[config.mk]
export PLATFORM = sky130hd
export DESIGN_NAME = msg_banner_tx
export DESIGN_NICKNAME = d
export VERILOG_FILES = /design/src/rtl/sndr_pkg.sv /design/src/rtl/sndr_settle_timer.sv /design/src/rtl/sndr_char_rom.sv /design/src/rtl/sndr_ctrl.sv /design/src/rtl/msg_banner_tx.sv
export SDC_FILE = /design/constraint.sdc
export NUM_CORES = 1
export LEC_CHECK = 0
export BUFFER_PORTS_ARGS = -buffer_cell sky130_fd_sc_hd__buf_4
export CORE_ASPECT_RATIO = 1.5
export CORE_MARGIN = 4
export CORE_UTILIZATION = 35
export DETAILED_ROUTE_END_ITERATION = 8
export PLACE_DENSITY_LB_ADDON = 0.12
export SYNTH_ARGS = -nofsm -noshare
export SYNTH_HDL_FRONTEND = slang
export SYNTH_SLANG_ARGS = --single-unit
[constraint.sdc]
create_clock -name clk -period 2.1 [get_ports clk]
set_input_delay 0.21 -clock clk [delete_from_list [all_inputs] [get_ports clk]]
set_output_delay 0.21 -clock clk [all_outputs]
set_load 0.03 [all_outputs]
[src/rtl/sndr_pkg.sv]
package sndr_pkg;
  localparam int MAX_CHARS = 32;

  typedef enum logic [1:0] {
    ST_SETTLE = 2'd0,
    ST_SEND   = 2'd1,
    ST_IDLE   = 2'd2
  } sndr_state_t;
endpackage

[src/rtl/sndr_settle_timer.sv]
module sndr_settle_timer #(
  parameter int SETTLE_CYC = 16
) (
  input  logic clk,
  input  logic rst_n,
  output logic fire_o,
  output logic done_o
);
  localparam int CNT_W = $clog2(SETTLE_CYC + 1);
  localparam logic [CNT_W-1:0] LAST_CNT = CNT_W'(SETTLE_CYC - 1);

  logic [CNT_W-1:0] cnt_q;
  logic             done_q;

  assign fire_o = !done_q && (cnt_q == LAST_CNT);
  assign done_o = done_q;

  always_ff @(posedge clk) begin
    if (!rst_n) begin
      cnt_q  <= '0;
      done_q <= 1'b0;
    end else if (!done_q) begin
      if (cnt_q == LAST_CNT) done_q <= 1'b1;
      else                   cnt_q  <= cnt_q + 1'b1;
    end
  end

  a_r2_done_sticky: assert property (@(posedge clk) disable iff (!rst_n)
    done_q |=> done_q);
endmodule

[src/rtl/sndr_char_rom.sv]
module sndr_char_rom #(
  parameter int MSG_LEN = 16,
  parameter int IDX_W   = 4,
  parameter logic [8*sndr_pkg::MAX_CHARS-1:0] MSG_TEXT = '0
) (
  input  logic [IDX_W-1:0] idx_i,
  output logic [7:0]       ch_o
);
  localparam int SLOTS = 2 ** IDX_W;

  logic [7:0] tbl [SLOTS];

  for (genvar i = 0; i < SLOTS; i++) begin : g_slot
    if (i < MSG_LEN) begin : g_char
      assign tbl[i] = MSG_TEXT[8*(MSG_LEN-1-i) +: 8];
    end else begin : g_pad
      assign tbl[i] = 8'h00;
    end
  end

  assign ch_o = tbl[idx_i];
endmodule

[src/rtl/sndr_ctrl.sv]
module sndr_ctrl
  import sndr_pkg::*;
#(
  parameter int MSG_LEN = 16,
  parameter int IDX_W   = 4
) (
  input  logic             clk,
  input  logic             rst_n,
  input  logic             fire_i,
  input  logic             settled_i,
  input  logic             start_i,
  input  logic             rdy_i,
  output logic [IDX_W-1:0] idx_o,
  output logic             valid_o,
  output logic             busy_o
);
  localparam logic [IDX_W-1:0] LAST_IDX = IDX_W'(MSG_LEN - 1);

  sndr_state_t      state_q;
  logic [IDX_W-1:0] idx_q;

  always_ff @(posedge clk) begin
    if (!rst_n) begin
      state_q <= ST_SETTLE;
      idx_q   <= '0;
    end else begin
      case (state_q)
        ST_SETTLE: if (fire_i) begin
          state_q <= ST_SEND;
          idx_q   <= '0;
        end
        ST_SEND: if (rdy_i) begin
          if (idx_q == LAST_IDX) state_q <= ST_IDLE;
          else                   idx_q   <= idx_q + 1'b1;
        end
        ST_IDLE: if (start_i) begin
          state_q <= ST_SEND;
          idx_q   <= '0;
        end
        default: state_q <= ST_IDLE;
      endcase
    end
  end

  assign idx_o   = idx_q;
  assign valid_o = (state_q == ST_SEND);
  assign busy_o  = (state_q != ST_IDLE);

  // nothing is offered before the settle timer has expired
  a_r2_quiet_until_settled: assert property (@(posedge clk) disable iff (!rst_n)
    valid_o |-> settled_i);
  // a stalled byte is held
  a_r5_hold_on_stall: assert property (@(posedge clk) disable iff (!rst_n)
    valid_o && !rdy_i |=> valid_o && $stable(idx_o));
  // one position per transfer
  a_r4_step_one: assert property (@(posedge clk) disable iff (!rst_n)
    valid_o && rdy_i && (idx_o != LAST_IDX) |=> valid_o && (idx_o == $past(idx_o) + 1'b1));
  // the last transfer ends the message
  a_r6_quiet_after_last: assert property (@(posedge clk) disable iff (!rst_n)
    valid_o && rdy_i && (idx_o == LAST_IDX) |=> !valid_o && !busy_o);
  // a start pulse while idle restarts at position 0
  a_r7_restart: assert property (@(posedge clk) disable iff (!rst_n)
    !busy_o && start_i |=> valid_o && (idx_o == '0));
endmodule

[src/rtl/msg_banner_tx.sv]
module msg_banner_tx
  import sndr_pkg::*;
#(
  parameter int MSG_LEN    = 16,
  parameter int SETTLE_CYC = 50_000_000,
  parameter logic [8*MAX_CHARS-1:0] MSG_TEXT = "F23456789A123456"
) (
  input  logic       clk,
  input  logic       rst_n,
  input  logic       start_i,
  input  logic       txq_ready_i,
  output logic [7:0] txq_data_o,
  output logic       txq_valid_o,
  output logic       busy_o
);
  localparam int IDX_W = (MSG_LEN > 1) ? $clog2(MSG_LEN) : 1;

  logic             fire;
  logic             settled;
  logic [IDX_W-1:0] idx;

  sndr_settle_timer #(.SETTLE_CYC(SETTLE_CYC)) u_timer (
    .clk    (clk),
    .rst_n  (rst_n),
    .fire_o (fire),
    .done_o (settled)
  );

  sndr_ctrl #(.MSG_LEN(MSG_LEN), .IDX_W(IDX_W)) u_ctrl (
    .clk       (clk),
    .rst_n     (rst_n),
    .fire_i    (fire),
    .settled_i (settled),
    .start_i   (start_i),
    .rdy_i     (txq_ready_i),
    .idx_o     (idx),
    .valid_o   (txq_valid_o),
    .busy_o    (busy_o)
  );

  sndr_char_rom #(.MSG_LEN(MSG_LEN), .IDX_W(IDX_W), .MSG_TEXT(MSG_TEXT)) u_rom (
    .idx_i (idx),
    .ch_o  (txq_data_o)
  );

  // busy stays high while a byte is offered
  a_r10_busy_covers_valid: assert property (@(posedge clk) disable iff (!rst_n)
    txq_valid_o |-> busy_o);
endmodule

==> results of run 1 <==
repair_timing:
action,4_1_cts,5_1_grt
hold endpoints to repair,0,0
endpoints found under the setup margin,1,1
pin swaps,0,0
gates resized for setup,1,1
cells in the final DEF, fill, tap and decap left out, types with 3 or more instances in the layout:
| cell | count |
|---|---|
| dfxtp_1 | 31 |
| nand2_1 | 23 |
| nor2_1 | 20 |
| buf_4 | 19 |
| a21oi_1 | 12 |
| nand3_1 | 12 |
| nand2b_1 | 10 |
| nor4_1 | 9 |
| inv_1 | 8 |
| o21ai_0 | 8 |
| xor2_1 | 8 |
| xnor2_1 | 8 |
| ha_1 | 8 |
| nand4_1 | 7 |
| and3_1 | 6 |
| mux2i_1 | 5 |
| and2_1 | 5 |
| clkbuf_8 | 5 |
| or3_1 | 4 |
| nor4b_1 | 3 |
| clkbuf_1 | 3 |
layer usage:
metal	part of all wire [%]	vias up	wire length, um	track usage (%)
met4	2.9	0	124	6.585
met3	3.6	11	155	3.421
met2	56	28	2394	25.09
met1	38	764	1619	15.72
met5	0	-	0	0
li1	-	847	-	-
cells by family (layout without fill, tap and decap cells):
group | count (synthesis) | after routing | share of synthesized area (%)
fa+ha+maj | 8 | 8 | 5.226
xor+xnor | 16 | 16 | 7.316
flops | 33 | 33 | 34.49
compound gates | 33 | 33 | 10.45
mux | 6 | 6 | 3.201
other cells | 1 | 1 | 0.1958
simple gates | 115 | 115 | 34.16
buf+inv | 21 | 35 | 4.964
worst paths after layout:
path                startpoint           endpoint  slack, ns  depth (start not counted)
max            u_ctrl.idx_o[0]      txq_data_o[2]       0.12                          5
min reg2reg  u_timer.cnt_q[23]  u_timer.cnt_q[23]       0.47                          2
max reg2reg   u_timer.cnt_q[1]    u_ctrl.idx_o[0]       0.20                          6
min                    start_i  u_ctrl.state_q[1]       0.27                          4
critical path, stage by stage, from the launching register on:
cell     delay, ns
dfxtp_2       0.39
inv_1         0.12
ha_1          0.35
mux2_2        0.28
o22ai_1       0.16
buf_4         0.18
stage by stage:
step	std cells	hold WS [ns]	util [%]	setup WS [ns]	total power [W]
global placement	307	0.4559	39.62	0.1340	0.0006968
finish	315	0.2727	41.20	0.1174	0.001150
CTS	315	0.2709	41.17	0.04646	0.001166
global route	315	0.2926	41.20	0.001281	0.001206
floorplan	233	0.4313	-	0.3001	0.0006808
detailed placement	307	0.4687	39.62	0.1715	0.0006975
state kept, by name, indices dropped and copies added (netlist names):
signal          flops
u_ctrl.idx_o        4
u_ctrl.state_q      2
u_timer.cnt_q      26
u_timer.done_o      1
power breakdown:
group | switching (W) | internal (W) | total (W)
Sequential | 0.00000584 | 0.000631 | 0.000636
Combinational | 0.0000301 | 0.0000160 | 0.0000461
Clock | 0.000232 | 0.000235 | 0.000467
Total | 0.000268 | 0.000882 | 0.00115
layout make-up:
class	count	area [sq um]
inverters	8	30.03
multi-input cells	179	1160
repair buffers	19	142.6
clock buffers	8	80.08
well taps	68	85.08
flip-flops and latches	33	663.1
fillers	559	3084
==> impl_summary.md, run 1 <==
CTS
After clock tree synthesis, the clock-pin slew on the worst setup and hold paths is ~0.070 ns. The number of buffers on the longest clock path is 2. The clock net in this run drives a total of 33 sinks. CTS placed an instance of clkbuf_8 at the clock tree root. TritonCTS built the clock tree. The worst-skew pair later-pin latency is roughly 0.29 ns.

The number of buffers created by CTS is 5. Buffers inserted to repair hold after CTS numbered 0. The number of levels the H-tree was split into is 2. The post-CTS repair timing setup buffer count is 0.

Route
The routed design has about 4.3 mm of wire. After detailed routing, the average wire length per cell comes to 13.63 um. For this run, design rule violations remaining after detail routing come to 0.

The first TritonRoute pass finished after 4 iterations. Once detail routing completed, the nets flagged for antenna violations numbered 0. For this block, the initial DRC count from the detailed router was between 40 and 50. The via density per instance is about 5.2. The total number of vias is around 1,700.

Floorplan
In this run the horizontal extent of the chip is slightly below 70 um. The initialized floorplan defines 32 standard-cell rows. The core region is around 5200 sq um.

For this configuration, the core starts out at a cell density of 36.52%. The number of top-level pins is 14. The die extent in y is around 99 um.

The floorplan step defined a die boundary enclosing just under 7000 sq um.

Yosys
The netlist area before placement is ~1900 sq um. The portion of the post-synthesis area used by sequential elements is between 30% and 40%. The total number of yosys warnings is 0.

A synthesized cell averages 8.221 sq um. Counting flops with a built-in enable in the synthesized netlist gives 0. Yosys attributes the largest share of cell area to dfxtp_1 (34%), ha_1 (5.2%), nand2_1 (4.5%). The top-area cell type share of the netlist area is about a third. The post-synth net total is roughly 250. For this run, the leading register cell type out of synthesis is dfxtp_1. Sorting the synthesized cells by how often they occur yields dfxtp_1 (33), nand2_1 (23), nor2_1 (20). dfxtp_1 takes more of the synthesized area than any other cell.

The post-synthesis cell count is about 230. The count of unique library cells instantiated by Yosys is between 40 and 50. After synthesis, the share of flip-flops with an asynchronous set or reset is 0%. The cell with the most instances after synthesis is dfxtp_1. The number of register bits inferred by synthesis is 33.

Critical path
At the worst endpoint, the arrival time is 1.77 ns. The critical path is of the reg -> out type. The critical path required time is 1.89 ns.

The element type at the critical path start is a register. The critical path capture point type is a primary output. The worst-path maximum fanout is 7.

Power
The analysis attributes to cell leakage a power of slightly above 0.8 nW. In this run the power density over the cells is around 530 nW/um^2. VDD sags by at most about 0.29 mV.

STA
Setup repair after global routing left no endpoint under its margin. The hold violation total from the final report is 0. The count of pins over their slew limit is 0. The worst path in the final design needs a cycle of approximately 2 ns, including I/O delays and setup.

On the final layout, the worst clock skew is approximately 0.0029 ns. Setup violations remaining at the end of the flow were counted as 0. The portion of the clock cycle consumed by the worst path in the final layout is a little over nine tenths.

Derived from the worst setup path, the maximum achievable clock frequency is roughly 0.50 GHz. After routing, the total negative slack on setup checks comes to 0 ns.

Global routing
The number of global-route vias before repair is around 1,600. The number of antenna violations at the first check in global routing is 0. Entering global routing, the biggest net connects 20 pins. The global-route congestion overflow total is 0. In the global route stage, overall resource usage came out at between 10% and 20%.

The wire length of the first global-routing pass is approximately 7.4 mm.

Final layout
Compared with the post-synthesis result, the final layout area differs by 12.80%. Of the cells placed in the final design, the portion with a size suffix greater than 1 is between 10% and 20%. The net count of the finished layout is about 260.

The number of antenna cells inserted is 0. With fillers left out, the area of the finished cells amounts to ~2200 sq um.

Placement
Routability-driven placement finished with a final weighted congestion of roughly 0.72. Once detailed placement completed, the half-perimeter wirelength came to approximately 3.2 mm. The quantity of I/O buffers inserted on ports is 12. The instance area at placement is between 2000 and 2500 sq um.

Min path
In this run the worst hold path is classified as in -> reg.

Status
The run finished with clean final reports.

Flow run
The total of max-cap violations is 0.
Note: power is estimated with default switching activity, not from simulation.
==> inputs of run 2 (changes only) <==
--- a/config.mk
+++ b/config.mk
@@ -5,6 +5,7 @@
 export SDC_FILE = /design/constraint.sdc
 export NUM_CORES = 1
 export LEC_CHECK = 0
+export ABC_AREA = 1
 export BUFFER_PORTS_ARGS = -buffer_cell sky130_fd_sc_hd__buf_4
 export CORE_ASPECT_RATIO = 1.5
 export CORE_MARGIN = 4
==> impl_summary.md, run 2 <==
Status
The flow ran to the end, and the final reports show no timing, DRC or antenna violations.

Critical path
Counting stages on the worst path, the most repeated cell is o21ai_0. STA classifies the critical path startpoint as a register. The arrival time at the worst endpoint is about 1.7 ns. Along the worst path, the maximum fanout reaches 6. The signal on the critical path passes through inv_1, ha_1, nand2_1, o21ai_0, o21ai_0, buf_4.

The register-to-register setup slack is approximately 0.22 ns. The critical path required time is 1.89 ns. The biggest cell delay along the critical path is 0.44 ns. The critical setup path kind is reg -> out. The slowest stage of the critical path belongs to the cell dfxtp_1. The critical path contains buffers and inverters numbering 2 combined. STA classifies the critical path endpoint as a primary output. The critical path's top delay family is flip-flops.

Yosys
The number of register bits inferred by synthesis is 33. After technology mapping, the gate count stands at around 360. In this run the mean area of a mapped cell was ~6.4 sq um. The synthesized design contains 0 enable-type register cells. The prevailing post-synth register cell is dfxtp_1. The portion of the post-synthesis area used by sequential elements is around 29%.

In the post-synthesis netlist, the biggest area contributors are dfxtp_1 (29%), nand2_1 (22%), nor2_1 (9.0%). The number of different library cells used by synthesis comes to 30. In the synthesized netlist, the cells that appear most often are nand2_1 (134), nor2_1 (55), dfxtp_1 (33). The netlist area before placement is between 2000 and 2500 sq um. The post-synth net total is roughly 370.

In the synthesized netlist the async set-or-reset flop fraction comes to 0%. After synthesis, the largest area contributor takes up 28.92% of total cell area. The most common cell in the synthesized netlist is nand2_1. For this run, the number of Yosys warnings is 0.

The cell type with the largest total area after synthesis is dfxtp_1.

Global routing
The met3 global-route usage is ~3.4%. The layer with the highest usage after global routing is met2. For this run the aggregate overflow at the end of global routing stands at 0.

The routing usage on met2 is 32.55%. Across every metal layer, demand over resource in global routing totals 17.14%. The number of antenna violations at the first check in global routing is 0. The number of global-route vias before repair was 2,174.

The first global-routing pass estimated 10.34 mm of wire. Entering global routing, the biggest net connects 27 pins. For met1 alone, demand over resource in global routing was roughly 17%.

STA
The final critical-path setup slack is 0.1747 ns. In this run the tightest slew margin relative to its limit is 37.41%. The worst clock skew is 0.005077 ns.

The number of endpoints failing setup at the final stage is 0. The hold violation total from the final report was 0. For the pin with the worst max-slew slack, the measured transition is between 0.9 and 1 ns.

Setup repair after global routing left no endpoint under its margin. The count of pins over their slew limit came to 0. Of the available clock period, the critical path in the final layout requires 91.68%. The upper clock frequency limit is ~0.52 GHz. The final period demand of the worst path is ~1.9 ns.

Final layout
The final core area utilization is between 40 and 50%. The net count of the finished layout is around 390. In the final layout, flip-flops and latches occupy roughly 660 sq um. Leaving out fill and tap cells, the most frequent cells in the layout are nand2_1 (134), nor2_1 (54), dfxtp_1 (32). The post-layout instance area is 2574 sq um.

The layout filler cell count is roughly 700. The area growth from synthesis to layout is 12.65%. In the final layout, the multi-input gates occupy about 1500 sq um. The number of flip-flops in the largest register is 26. The fraction of layout cells with a size suffix above 1 is between 10 and 15%. The most frequent standard cell in the layout excluding fill and tap cells is nand2_1. The number of antenna cells inserted is 0. The register containing the most flip-flops in the final layout is u_timer.cnt_q.

Floorplan
The area of the placeable core is around 6300 sq um. The initial standard-cell utilization of the core is a little over a third. The number of top-level pins is 14.

The area enclosed by the die boundary is 7911 sq um. In this run the core area contains 35 standard-cell rows. The floorplan step set the die height to approximately 110 um. The floorplan die width is between 70 and 80 um.

Placement
Summing all placed instances gives a cell area of ~2500 sq um. The quantity of I/O buffers inserted on ports is 12. The wire-length estimate of the detail-placed layout is between 4 and 5 mm. The worst setup timing slack at the placement stage is -0.01010 ns. The routability congestion estimate is 0.8272.

CTS
Clock tree synthesis inserted a total of 5 buffers. The number of clock sinks seen by CTS is 33. The number of hold buffers added after CTS is 0. CTS built an H-tree with a depth of 2.

Clock latency on the worst-skew pair, taken at its later pin, is 0.29 ns. In this run the clock root is driven by a clkbuf_8. The post-CTS repair timing setup buffer count is 0.

The TritonCTS clock tree is done. Clock-pin slew was measured on the worst setup and hold paths at around 0.070 ns. In this run the deepest clock path goes through 2 buffers.

Route
The number of remaining DRC errors is 0. The total number of vias is about 2,200. The count of nets left with antenna violations once routing finished came out at 0. After detailed routing, the average wire length per cell comes to ~14 um. In this run, the number of DRC markers left after iteration 0 of detailed routing was 57.

Using the TritonRoute via totals, the vias-per-cell ratio works out to about 4.9. The final wirelength is roughly 6 mm. The count of TritonRoute iterations in the first routing pass is 4.

Power
The leakage component of the power is 0.9478 nW. The power density of the placed cells is 632.9 nW/um^2. The largest vdd supply drop is 0.2957 mV.

Min path
The classification of the worst-slack hold path is in -> reg.

Flow run
Max-cap violations in this run came to 0.
[run 2: cell types whose count changed in the layout (fill, tap and decap cells not counted), moves of 6 or more]
cell / delta
nand2b_1: -10
nor4_1: -9
a21oi_1: +13
a21oi_2: +8
and3_1: -6
nand3b_1: +7
nor2_1: +34
inv_1: +9
nand2_1: +111
[run 2: per-layer routing]
metal / vias up / share of wire (%) / wire, um
met5: - / 0 / 0
met4: 0 / 4.2 / 257
met3: 17 / 4.0 / 245
met2: 48 / 55 / 3408
met1: 974 / 37 / 2273
li1: 1171 / - / -
[run 2: cell type report]
cell class                 instances  share of cell area [%]
timing repair buffer              20                   5.834
tap                               74                   3.597
inverter                          22                   3.403
clock buffer                       7                   3.743
clock inverter                     1                  0.1945
multi-input combinational        295                   57.51
sequential                        33                   25.72
[run 2: what timing repair did]
action                                  4_1_cts  5_1_grt
gates cloned                                  1        0
resized for setup                             0        3
endpoints found under the setup margin       25        6
pin swaps                                     1        0
[run 2: final timing paths]
path,end,cells after the start,startpoint
max,txq_data_o[1],6,u_ctrl.idx_o[1]
min,u_ctrl.idx_o[0],3,rst_n
max reg2reg,u_timer.cnt_q[16],7,u_timer.cnt_q[0]
min reg2reg,u_timer.cnt_q[25],2,u_timer.cnt_q[25]
[run 2: stage by stage]
stage          std cells  total power, W  TNS (ns)  hold WS (ns)
6_report             452        0.001629         0        0.1928
5_1_grt              452        0.001712         0        0.2184
4_1_cts              452        0.001656         0        0.1929
3_5_place_dp         443        0.001109  -0.06309        0.4913
3_3_place_gp         443        0.001105         0        0.4834
2_1_floorplan        359       0.0009821         0        0.3965
[run 2: tightest hold or removal path: stages]
cell	delay (ns)
buf_4	0.14
nand2_1	0.07
nor2_1	0.03
[run 2: kinds of logic (layout without fill, tap and decap cells)]
kind of cell	after synthesis	after routing	share of synthesized area (%)
other cells	1	1	0.1641
flops	33	33	28.92
compound gates	45	46	12.05
xor+xnor	15	15	5.750
fa+ha+maj	8	8	4.381
buf+inv	32	50	7.119
simple gates	225	225	41.62
[run 2: power by group]
part,total [W],switching (W),leakage [nW],internal [W]
clock,0.000539,0.000242,0.0542,0.000296
sequential,0.000683,0.0000366,0.267,0.000647
combinational,0.000407,0.000262,0.626,0.000145
total,0.00163,0.000541,0.948,0.00109
==> inputs of run 3 (changes only) <==
--- a/config.mk
+++ b/config.mk
@@ -11,6 +11,7 @@
 export CORE_MARGIN = 4
 export CORE_UTILIZATION = 35
 export DETAILED_ROUTE_END_ITERATION = 8
+export HOLD_SLACK_MARGIN = 0.06
 export PLACE_DENSITY_LB_ADDON = 0.12
 export SYNTH_ARGS = -nofsm -noshare
 export SYNTH_HDL_FRONTEND = slang
==> constraint.sdc (replaced) <==
create_clock -name clk -period 1.8 [get_ports clk]
set_input_delay 0.18 -clock clk [delete_from_list [all_inputs] [get_ports clk]]
set_output_delay 0.18 -clock clk [all_outputs]
set_load 0.03 [all_outputs]
==> impl_summary.md, run 3 (same netlist as run 2, synthesis figures left out) <==
CTS
The number of buffers on the longest clock path is 2. Clock-pin slew was measured on the worst setup and hold paths at around 0.07 ns. The number of clock sinks seen by CTS is 33.

The cell at the root of the clock tree is clkbuf_8. The number of hold buffers added after CTS is 0. The number of clock buffers added by TritonCTS is 5. The clock tree synthesis step divided the H-tree into 2 levels. The worst-skew pair later-pin latency is 0.29 ns. TritonCTS built the clock tree.

Final layout
In the final design database the tool counted ~390 nets. The sequential standard cell area is 668.1 sq um. The register with the most flip-flops in the layout has 26 of them. In the layout the commonest cells are nand2_1 (133), nor2_1 (55), dfxtp_1 (29). The layout overhead on the synthesized area is 13.58%.

Fill cells in the final layout number just under 700. The fraction of layout cells with a size suffix above 1 is about 16%. The area occupied by multi-input gates is approximately 1500 sq um. The number of antenna cells inserted is 0.

The most frequent standard cell in the layout excluding fill and tap cells is nand2_1. More flip-flops sit in one register than any other, and that register is u_timer.cnt_q.

Critical path
STA classifies the critical path startpoint as a register. The arrival time at the worst endpoint is around 1.5 ns. The critical path capture point type is a primary output.

The critical path in this run is classified as reg -> out. The worst-path maximum fanout is 5. The critical path required time is between 1.5 and 2 ns.

Power
The power density of the placed cells is roughly 730 nW/um^2. The leakage component of the power is roughly 0.95 nW. VDD sags by at most 0.2922 mV.

STA
The count of pins over their slew limit was 0. For the final database, setup skew stands at 0.009415 ns. After layout, the worst setup slack is 0.09176 ns. The routed design could run at a clock period as short as between 1.5 and 2 ns.

Summed over all failing endpoints, the final setup total negative slack is 0 ns. The measured slew at the worst slew-check pin is around 0.86 ns. Derived from the worst setup path, the maximum achievable clock frequency is between 0.5 and 0.6 GHz. Setup violations remaining at the end of the flow were counted as 0.

The portion of the clock cycle consumed by the worst path in the final layout is between 90% and 100%. The relative max-transition margin is between 40% and 50%. The hold violation total from the final report came to 0.

Global routing
The first global-routing pass estimated around 10 mm of wire. The number of global-route vias before repair was 2,190. Global routing used 16.56% of the available tracks.

The global-route congestion overflow total is 0. The number of antenna violations at the first check in global routing came to 0. The maximum number of pins on one net before global-route repair is 27.

Floorplan
In this run the horizontal extent of the chip is roughly 74 um. The area of the placeable core is 6262 sq um. The die covers slightly below 8000 sq um. The number of rows in the core area is 35. The die extent in y is roughly 110 um. The initial utilization of the core area, before any placement, comes to between 30% and 40%.

The number of top-level pins is 14.

Min path
The tightest min-delay check is of the in -> reg type.

Placement
Before CTS, the worst setup slack after placement is 0.1546 ns. The routability congestion estimate is between 0.8 and 0.9. Port buffering added 12 buffers.

Once detailed placement completed, the half-perimeter wirelength came to roughly 4.5 mm.

Route
The number of design-rule violations left by the first detailed-router iteration is 73. The number of remaining DRC errors is 0. Using the TritonRoute via totals, the vias-per-cell ratio works out to roughly 4.9. The final wirelength is 5.850 mm.

After detailed routing, the average wire length per cell comes to 12.89 um. The total number of vias is between 2,000 and 2,500. Once detail routing completed, the nets flagged for antenna violations numbered 0. For this run, the detailed router's first-pass iteration total came to 4.

Flow run
Across the run, the number of max-cap violations was 0.

Status
The flow ran to the end, and the final reports show no timing, DRC or antenna violations.
[run 3: cell count changes in the layout (fill, tap and decap cells not counted), sizes merged]
cell / delta
clkinv: -1
inv: -1
buf: +4
clkinvlp: +1
a21oi: -1
[run 3: path summary, 6_finish.rpt]
path / startpoint / to / slack (ns) / cells after the start
worst max register to register: u_timer.cnt_q[0] / u_timer.cnt_q[14] / 0.21 / 7
worst min register to register: u_timer.cnt_q[25] / u_timer.cnt_q[25] / 0.50 / 2
worst min-delay path: rst_n / u_ctrl.idx_o[2] / 0.17 / 3
worst max-delay path: u_ctrl.idx_o[0] / txq_data_o[2] / 0.09 / 6
[run 3: routing by layer]
layer | GRT usage (%) | routed length, um | up-vias
met3 | 2.720 | 178 | 14
met5 | 0 | 0 | -
met4 | 8.290 | 191 | 0
met2 | 31.35 | 3275 | 37
met1 | 16.60 | 2205 | 1003
li1 | - | - | 1170
[run 3: critical path, stage by stage (launching register included)]
cell,delay [ns]
dfxtp_4,0.38
clkinvlp_4,0.14
ha_4,0.31
nor2_1,0.04
o21ai_1,0.13
o31ai_1,0.08
buf_4,0.17
[run 3: metrics by stage]
stage,util (%),total power (W),cell area [sq um],std cells,hold WS (ns)
2_1_floorplan,-,0.001147,2285,359,0.3665
3_3_place_gp,39.40,0.001298,2467,445,0.4714
3_5_place_dp,39.40,0.001301,2467,445,0.4712
4_1_cts,41.06,0.001896,2571,452,0.1685
5_1_grt,41.44,0.001984,2595,454,0.1892
6_report,41.44,0.001885,2595,454,0.1682
[run 3: layout make-up]
cell class | instances | area share (%)
Clock buffer | 7 | 3.327
Inverter | 22 | 3.520
Multi-Input combinational cell | 294 | 56.90
Sequential cell | 33 | 25.75
Tap cell | 74 | 3.568
Timing Repair Buffer | 24 | 6.943
[run 3: where the power goes]
part | switching (W) | internal (W) | leakage (nW)
sequential | 0.0000391 | 0.000757 | 0.269
combinational | 0.000321 | 0.000196 | 0.641
clock | 0.000269 | 0.000303 | 0.0443
[run 3: what timing repair did]
action	CTS	global route
buffers inserted	0	2
resized for setup	4	6
setup endpoints to repair	2	4
pin swaps	0	1
